$ cat config.mk
export PLATFORM = sky130hd
export DESIGN_NAME = ghost_cancel
export DESIGN_NICKNAME = d
export VERILOG_FILES = /design/src/rtl/gc_pkg.sv /design/src/rtl/gc_cmp.sv /design/src/rtl/gc_ctrl.sv /design/src/rtl/ghost_cancel.sv
export SDC_FILE = /design/constraint.sdc
export NUM_CORES = 1
export LEC_CHECK = 0
export ABC_AREA = 1
export CORE_UTILIZATION = 45
export DETAILED_ROUTE_END_ITERATION = 16
export PLACE_DENSITY_LB_ADDON = 0.05
export SLEW_MARGIN = 20
export SYNTH_ARGS = -nofsm -noshare
export SYNTH_HDL_FRONTEND = slang
export SYNTH_HIERARCHICAL = 1
export SYNTH_SLANG_ARGS = --single-unit
$ cat constraint.sdc
create_clock -name clk_i -period 4.05 [get_ports clk_i]
set_clock_uncertainty 0.05 [all_clocks]
set_input_delay 1.0125 -clock clk_i [delete_from_list [all_inputs] [get_ports clk_i]]
set_output_delay 1.0125 -clock clk_i [all_outputs]
set_load 0.05 [all_outputs]
$ cat src/rtl/gc_pkg.sv
package gc_pkg;
  typedef enum logic [1:0] {
    ST_IDLE  = 2'd0,
    ST_SCAN  = 2'd1,
    ST_APPLY = 2'd2,
    ST_FIN   = 2'd3
  } gc_state_e;

  localparam int unsigned N_CLASS = 2;
endpackage

$ cat src/rtl/gc_cmp.sv
module gc_cmp #(
  parameter int unsigned Q_W     = 3,
  parameter int unsigned BX_W    = 4,
  parameter bit          COMPACT = 1'b0
) (
  input  logic [Q_W-1:0]  cur_q_i,
  input  logic [Q_W-1:0]  prev_q_i,
  input  logic [Q_W-1:0]  next_q_i,
  input  logic [BX_W-1:0] cur_bx_i,
  input  logic [BX_W-1:0] prev_bx_i,
  input  logic [BX_W-1:0] next_bx_i,
  input  logic [BX_W-1:0] depth_i,
  output logic            kill_o
);
  localparam logic [Q_W-1:0] LOW_MASK = Q_W'(3);

  logic [BX_W-1:0] d_prev, d_next;
  logic            lower_win, upper_win;
  logic            prev_ok, next_ok;

  assign d_prev = (cur_bx_i >= prev_bx_i) ? cur_bx_i - prev_bx_i : prev_bx_i - cur_bx_i;
  assign d_next = (cur_bx_i >= next_bx_i) ? cur_bx_i - next_bx_i : next_bx_i - cur_bx_i;

  generate
    if (COMPACT) begin : g_compact
      logic [Q_W-1:0] prev_m, next_m;
      assign prev_m    = prev_q_i & LOW_MASK;
      assign next_m    = next_q_i & LOW_MASK;
      assign lower_win = prev_m > cur_q_i;
      assign upper_win = next_m >= cur_q_i;
    end else begin : g_full
      assign lower_win = prev_q_i >= cur_q_i;
      assign upper_win = next_q_i > cur_q_i;
    end
  endgenerate

  assign prev_ok = (prev_q_i != '0) && (d_prev <= depth_i) && lower_win;
  assign next_ok = (next_q_i != '0) && (d_next <= depth_i) && upper_win;
  assign kill_o  = (cur_q_i != '0) && (prev_ok || next_ok);
endmodule

$ cat src/rtl/gc_ctrl.sv
module gc_ctrl
  import gc_pkg::*;
#(
  parameter int unsigned N_WIRES = 8,
  localparam int unsigned IDX_W  = (N_WIRES > 1) ? $clog2(N_WIRES) : 1
) (
  input  logic             clk_i,
  input  logic             rst_ni,
  input  logic             start_i,
  output gc_state_e        state_o,
  output logic [IDX_W-1:0] idx_o,
  output logic             load_o,
  output logic             busy_o
);
  localparam logic [IDX_W-1:0] LAST = IDX_W'(N_WIRES - 1);
  localparam logic [IDX_W-1:0] ONE  = IDX_W'(1);

  assign busy_o = (state_o == ST_SCAN) || (state_o == ST_APPLY);
  assign load_o = start_i && !busy_o;

  always_ff @(posedge clk_i or negedge rst_ni) begin
    if (!rst_ni) begin
      state_o <= ST_IDLE;
      idx_o   <= '0;
    end else begin
      case (state_o)
        ST_SCAN: begin
          if (idx_o == LAST) begin
            state_o <= ST_APPLY;
            idx_o   <= '0;
          end else begin
            idx_o <= idx_o + ONE;
          end
        end
        ST_APPLY: begin
          if (idx_o == LAST) begin
            state_o <= ST_FIN;
            idx_o   <= '0;
          end else begin
            idx_o <= idx_o + ONE;
          end
        end
        default: begin
          if (start_i) begin
            state_o <= ST_SCAN;
            idx_o   <= '0;
          end
        end
      endcase
    end
  end
endmodule

$ cat src/rtl/ghost_cancel.sv
module ghost_cancel
  import gc_pkg::*;
#(
  parameter int unsigned N_WIRES = 8,
  parameter int unsigned Q_W     = 3,
  parameter int unsigned BX_W    = 4,
  parameter bit          COMPACT = 1'b0
) (
  input  logic                    clk_i,
  input  logic                    rst_ni,
  input  logic                    start_i,
  input  logic [BX_W-1:0]         depth_i,
  input  logic [N_WIRES*Q_W-1:0]  q_acc_i,
  input  logic [N_WIRES*Q_W-1:0]  q_col_i,
  input  logic [N_WIRES*BX_W-1:0] bx_i,
  output logic [N_WIRES*Q_W-1:0]  q_acc_o,
  output logic [N_WIRES*Q_W-1:0]  q_col_o,
  output logic                    done_o
);
  localparam int unsigned     IDX_W = (N_WIRES > 1) ? $clog2(N_WIRES) : 1;
  localparam logic [IDX_W-1:0] LAST = IDX_W'(N_WIRES - 1);
  localparam logic [IDX_W-1:0] ONE  = IDX_W'(1);

  gc_state_e        state;
  logic [IDX_W-1:0] idx;
  logic             load;
  logic             busy;

  logic [N_CLASS-1:0][N_WIRES-1:0][Q_W-1:0] q_r;
  logic [N_CLASS-1:0][N_WIRES-1:0]          flag_r;
  logic [N_WIRES-1:0][BX_W-1:0]             bx_r;
  logic [BX_W-1:0]                          depth_r;
  logic [N_CLASS-1:0]                       kill;

  logic [BX_W-1:0] cur_bx, prev_bx, next_bx;

  gc_ctrl #(.N_WIRES(N_WIRES)) u_ctrl (
    .clk_i   (clk_i),
    .rst_ni  (rst_ni),
    .start_i (start_i),
    .state_o (state),
    .idx_o   (idx),
    .load_o  (load),
    .busy_o  (busy)
  );

  assign cur_bx  = bx_r[idx];
  assign prev_bx = (idx == '0)  ? '0 : bx_r[idx - ONE];
  assign next_bx = (idx == LAST) ? '0 : bx_r[idx + ONE];

  generate
    for (genvar c = 0; c < N_CLASS; c++) begin : g_class
      logic [Q_W-1:0] cur_q, prev_q, next_q;
      // missing neighbours at the array edges read as empty
      assign cur_q  = q_r[c][idx];
      assign prev_q = (idx == '0)  ? '0 : q_r[c][idx - ONE];
      assign next_q = (idx == LAST) ? '0 : q_r[c][idx + ONE];

      gc_cmp #(.Q_W(Q_W), .BX_W(BX_W), .COMPACT(COMPACT)) u_cmp (
        .cur_q_i   (cur_q),
        .prev_q_i  (prev_q),
        .next_q_i  (next_q),
        .cur_bx_i  (cur_bx),
        .prev_bx_i (prev_bx),
        .next_bx_i (next_bx),
        .depth_i   (depth_r),
        .kill_o    (kill[c])
      );
    end
  endgenerate

  always_ff @(posedge clk_i or negedge rst_ni) begin
    if (!rst_ni) begin
      q_r     <= '0;
      flag_r  <= '0;
      bx_r    <= '0;
      depth_r <= '0;
    end else if (load) begin
      q_r[0]  <= q_acc_i;
      q_r[1]  <= q_col_i;
      bx_r    <= bx_i;
      depth_r <= depth_i;
      flag_r  <= '0;
    end else if (state == ST_SCAN) begin
      for (int c = 0; c < N_CLASS; c++) flag_r[c][idx] <= kill[c];
    end else if (state == ST_APPLY) begin
      for (int c = 0; c < N_CLASS; c++)
        if (flag_r[c][idx]) q_r[c][idx] <= '0;
    end
  end

  assign q_acc_o = q_r[0];
  assign q_col_o = q_r[1];
  assign done_o  = (state == ST_FIN);
endmodule

-- Yosys cells after proc, flatten, opt, wreduce, memory -nomap -nowiden
Index checks and enable logic that the tools add are counted.
- bits in registers: 105
- input bits: 87
- word-level logic and storage cells: 140
- add/subtract/negate cells: 6
- magnitude comparators: 12
- equal/unequal tests: 7
- multiplexer cells: 50
- bitwise operators: 3
- reductions and logical operators: 33
- operators by type and width (kind ; number):
    48-bit 2-to-1 mux ; 3
    3-bit binary-select mux with 3-bit select ; 6
    24-bit bitwise AND ; 2
    24-bit 2-to-1 mux ; 2
    3-bit 2-to-1 mux ; 14
    4-bit binary-select mux with 3-bit select ; 3
    16-bit 2-to-1 mux ; 2
    4-bit 2-to-1 mux ; 7
    24-bit NOT ; 1
    3-bit nonzero test ; 7
    8-bit bitwise mux ; 2
    4-bit subtractor ; 4
    1-bit logical AND ; 12
    3-bit by 4-bit less-than comparator with 1-bit output (second input constant) ; 3
    2-bit nonzero test ; 5
    3-bit demux with 3-bit select ; 1
    3-bit AND reduction ; 3
    4-bit greater-or-equal comparator ; 2
    4-bit less-or-equal comparator ; 2
    1-bit binary-select mux with 3-bit select ; 2
    3-bit greater-or-equal comparator ; 2
    3-bit greater-than comparator ; 2
    2-bit 2-to-1 mux ; 3
    2-bit != test (second input constant) ; 3
    other kinds (13) ; 18

-- Longest topological paths before layout
- depth in word-level cells: 14
- gate-level depth with buffers: 30
- depth with buffers taken out: 26

-- Cells and area by module
Netlist, hierarchy kept.
- modules (own cells, without submodules) (module ; times used ; cells each ; area an instance (um^2) ; sequential area each (um^2)):
    ghost_cancel ; 1 ; 997 ; 6620.1 ; 2502.4
    gc_cmp (g_class[0].u_cmp) ; 1 ; 155 ; 1001.0 ; 0.0
    gc_cmp (g_class[1].u_cmp) ; 1 ; 154 ; 999.7 ; 0.0
    gc_ctrl ; 1 ; 38 ; 314.1 ; 125.1

-- Worst setup path before layout
No wires, ideal clock.
- kind: reg2reg
- start point: register u_ctrl.idx_o[0]
- end point: register flag_r[10] (netlist bit)
- library setup time: 84 ps
- arrival time: 4259 ps
- data required time: 3916 ps
- setup slack: -343 ps
- stages on the path, launching flop included: 28
- cells stage by stage: dfrtp_1 -> inv_2 -> buf_2 -> buf_2 -> ha_1 -> clkbuf_1 -> inv_1 -> clkbuf_1 -> o211ai_1 -> a21oi_1 -> inv_1 -> fa_1 -> o21bai_4 -> nand2_2 -> nand2_2 -> nand2_1 -> nand2_1 -> nand2_1 -> ha_1 -> nand2_1 -> inv_1 -> nand2_1 -> nand2_1 -> nand2_1 -> nand2_1 -> a21oi_1 -> nand3_1 -> o22ai_1
- word-level cells in the longest chain between the ends: 14
- RTL lines (what ; RTL line ; RTL):
    start: declaration ; gc_ctrl.sv:11 ; output logic [IDX_W-1:0] idx_o,
    start signal: assignment ; gc_ctrl.sv:32 ; idx_o <= idx_o + ONE;
    start signal: assignment ; gc_ctrl.sv:40 ; idx_o <= idx_o + ONE;
    3-bit by 1-bit subtractor with 3-bit output ; ghost_cancel.sv:48 ; assign prev_bx = (idx == '0) ? '0 : bx_r[idx - ONE];
    4-bit binary-select mux with 3-bit select ; ghost_cancel.sv:48 ;
    4-bit 2-to-1 mux (not written as such) ; ghost_cancel.sv:48 ;
    4-bit 2-to-1 mux * ; ghost_cancel.sv:48 ;
    net prev_bx[1] ; ghost_cancel.sv:35 ; logic [BX_W-1:0] cur_bx, prev_bx, next_bx;
    4-bit subtractor or 4-bit greater-or-equal comparator (tied branches) ; gc_cmp.sv:21 ; assign d_prev = (cur_bx_i >= prev_bx_i) ? cur_bx_i - prev_bx_i : prev_bx_i - cur_bx_i;
    4-bit 2-to-1 mux * ; gc_cmp.sv:21 ;
    4-bit less-or-equal comparator * ; gc_cmp.sv:37 ; assign prev_ok = (prev_q_i != '0) && (d_prev <= depth_i) && lower_win;
    1-bit logical AND * (2 in series) ; gc_cmp.sv:37 ;
    1-bit logical OR * ; gc_cmp.sv:39 ; assign kill_o = (cur_q_i != '0) && (prev_ok || next_ok);
    1-bit logical AND * ; gc_cmp.sv:39 ;
    net kill[1] ; ghost_cancel.sv:33 ; logic [N_CLASS-1:0] kill;
    8-bit bitwise mux * ; ghost_cancel.sv:85 ; for (int c = 0; c < N_CLASS; c++) flag_r[c][idx] <= kill[c];
    16-bit 2-to-1 mux * ; ghost_cancel.sv:84 ; end else if (state == ST_SCAN) begin
    16-bit 2-to-1 mux * ; ghost_cancel.sv:78 ; end else if (load) begin
    end signal: assignment ; ghost_cancel.sv:75 ; flag_r <= '0;
    end signal: assignment ; ghost_cancel.sv:83 ; flag_r <= '0;
    end: declaration ; ghost_cancel.sv:30 ; logic [N_CLASS-1:0][N_WIRES-1:0] flag_r;
The timed path passes the listed nets; every way through them passes the cells marked *. The select of a mux whose other input is x is not followed.
A chain may end at the register's enable or synchronous reset.

-- Worst setup path in the final report
- start point: register u_ctrl.idx_o[0]
- end point: register flag_r[11] (netlist bit)
The elaborated chain is that of the path after synthesis.

==> out/qor.yml <==
status: "finished, final reports clean"
fin_crit_sh_pct: 96.7
htree_num_levels: 3
cts_inserted_buffers: 9
fin_ws_ns: 0.135
via_per_inst: 5.30
die_area_sq_mm: 0.0204
mostFrequentLayoutCell: "nand2_1"
yosysSeqAreaShare_pct: 29.4
fmax_mhz: 255
setup.worst_path.start_class: "flop"
finalHoldViolations: 0
hold_class: "flop to flop"
drive_above_1_share_pct: 15.4
wl_per_cell_um: 16.8
slowest_stage: "dfrtp_2"
synth-edff-count: 0
fp.dieW_um: 143
nets: 1660
first_iter_violations: 539
first_pass_iters: 7
die_h_um: 143
path_max_fanout: 8
drv_slew: 0
max_stage_delay_ns: 0.47
rsz0062_at_grt: "true"
clockRootBuffer: "clkbuf_16"
clk_latency_ns: 0.36
place_congestion: 0.899
crit_arrival_ns: 4.14
grt_pass1_wl_mm: 46.3
start_util_pct: 45.9
finalSetupViolCount: 0
syn_avg_cell_area_sq_um: 6.65
maxCapViolCount: 0
postSynthCellCount: 1344
core_area_sq_mm: 0.0195
ys_ff_latch: 105
yosysWarnings: 6
clkSlewWorstSetupHoldPaths_ns: 0.07
relSlewSlack_pct: 49.8
track_usage_pct: 29.5
vias: 9373
utilization_pct: 60.0
clock-sinks: 105
ys_types: 40
routed_wirelength_mm: 29.7
async_flop_share_pct: 100
grt_pass1_vias: 8793
rows: 51
hpwl_mm: 21.7
areaGrowthSynthToFinish_pct: 30.7
hold-worst-slack_ns: 0.451
ant_nets: 0
gr-total-overflow: 0
setup.worst_path.start: "u_ctrl/idx_o[0]$_DFFE_PN0P_"
route.detailed.drc: 0
synth-main-ff-cell: "dfrtp_1"
min_period_ns: 3.91
worstHoldStart: "flag_r[8]$_DFFE_PN0P_"
crit_required_ns: 4.28
grt_max_degree: 59
clock_path_buffers: 2
final_cell_mix: "nand2_1, nand3_1, inv_1, clkdlybuf4s50_1, dfrtp_1"
num_io_pins: 136
place_ws_ns: -0.128
critPathCaptureType: "flop"
path_class: "flop to flop"
syn-num-nets: 1504
r2r_start: "u_ctrl/idx_o[0]$_DFFE_PN0P_"
max_slew.worst_pin.slew_ns: 0.753
path_common_cell: "nand2_2"
syn_area_sq_mm: 0.00893
port_buffers: 135
num_antenna_cells: 0
postCtsHoldBufs: 0
cts_tree: "yes"
antenna_found_initial: 0
## metrics by stage
stage / setup TNS [ns] / cells / area [sq um]
after floorplan: 0 / 1344 / 8980
after global placement: -0.222 / 1741 / 10800
after detailed placement: -1.22 / 1741 / 10800
after CTS: 0 / 1757 / 11100
after global routing: -1.39 / 1770 / 11700
final: 0 / 1770 / 11700
## critical path: cells and delay by family (launching register included)
family	cells	cell delay [ns]
and+or+nand+nor	12	0.95
buffers and inverters	5	0.46
DFF	1	0.47
AOI/OAI and AO/OA	4	0.73
adders and majority gates	4	0.98
xor gates and xnor gates	1	0.18
## synthesized netlist by cell type (2+ instances only)
cell type	instances	area share [%]
o21ai_0	82	4.6
o31ai_1	11	0.92
buf_2	27	1.5
o211ai_1	6	0.50
nor2_4	2	0.25
o21ai_2	2	0.20
nand2_1	459	19
o21bai_4	2	0.42
nand3_1	178	10
xor2_1	4	0.39
inv_2	4	0.17
a211oi_1	4	0.34
buf_1	3	0.13
clkinv_1	2	0.084
inv_1	168	7.1
clkbuf_1	26	1.1
o22ai_1	28	2.0
xnor2_1	5	0.49
nand2_4	4	0.50
nor2_2	5	0.35
buf_6	12	1.5
nor3_1	4	0.22
buf_4	4	0.34
ha_1	65	9.1
a22oi_1	5	0.42
dfrtp_1	105	29
fa_1	8	1.8
a21oi_2	2	0.20
nand4_1	4	0.28
nor2_1	29	1.2
o21ai_1	4	0.22
nand2_2	18	1.3
a21oi_1	55	3.1
## state kept, by name, indices dropped and copies added, names as in the netlist
register and flops:
depth_r 4, u_ctrl/state_o 2, q_col_o 24, u_ctrl/idx_o 3
bx_r 32, flag_r 16, q_acc_o 24
## final timing paths
| kind | endpoint | slack [ns] | cells past startpoint |
|---|---|---|---|
| worst min-delay path | flag_r[8]$_DFFE_PN0P_ | 0.45 | 2 |
| min in group asynchronous | bx_r[21]$_DFFE_PN0P_ | 0.66 | 1 |
| max in group asynchronous | q_acc_o[20]$_DFFE_PN0P_ | 2.46 | 2 |
| worst min register to register | flag_r[8]$_DFFE_PN0P_ | 0.45 | 2 |
| worst max register to register | flag_r[11]$_DFFE_PN0P_ | 0.14 | 26 |
| worst max-delay path | flag_r[11]$_DFFE_PN0P_ | 0.14 | 26 |
## layer usage
metal / global-route usage [%] / routed length [um]
met5: 0 / 0
met2: 49.9 / 14400
met1: 38.7 / 13000
met4: 9.90 / 772
met3: 3.92 / 1530
## repair_timing
item / 4_1_cts / 5_1_grt
buffers inserted: 0 / 14
pin swaps: 3 / 40
setup endpoints to repair: 16 / 16
gates resized for setup: 4 / 110
## cell families (layout without fill, tap and decap cells)
group	count (synthesis)	in the layout	share of synthesized area [%]
AND/OR/NAND/NOR	706	706	33.7
buffers and inverters	246	407	11.9
AO/OA/AOI/OAI	205	205	13.2
flip-flops	105	105	29.4
adder cells (fa/ha/maj)	73	73	10.9
XOR/XNOR	9	9	0.882
## layout make-up
| cell class | count | area [sq um] |
|---|---|---|
| Tap cell | 265 | 332 |
| Timing Repair Buffer | 217 | 2000 |
| Clock buffer | 11 | 253 |
| Clock inverter | 5 | 45.0 |
| Fill cell | 1877 | 7780 |
| Inverter | 174 | 666 |
| Multi-Input combinational cell | 993 | 5750 |
| Sequential cell | 105 | 2630 |
Power is not shown: default switching activity piles up to over one toggle a cycle in this logic, so the estimate is an artifact.
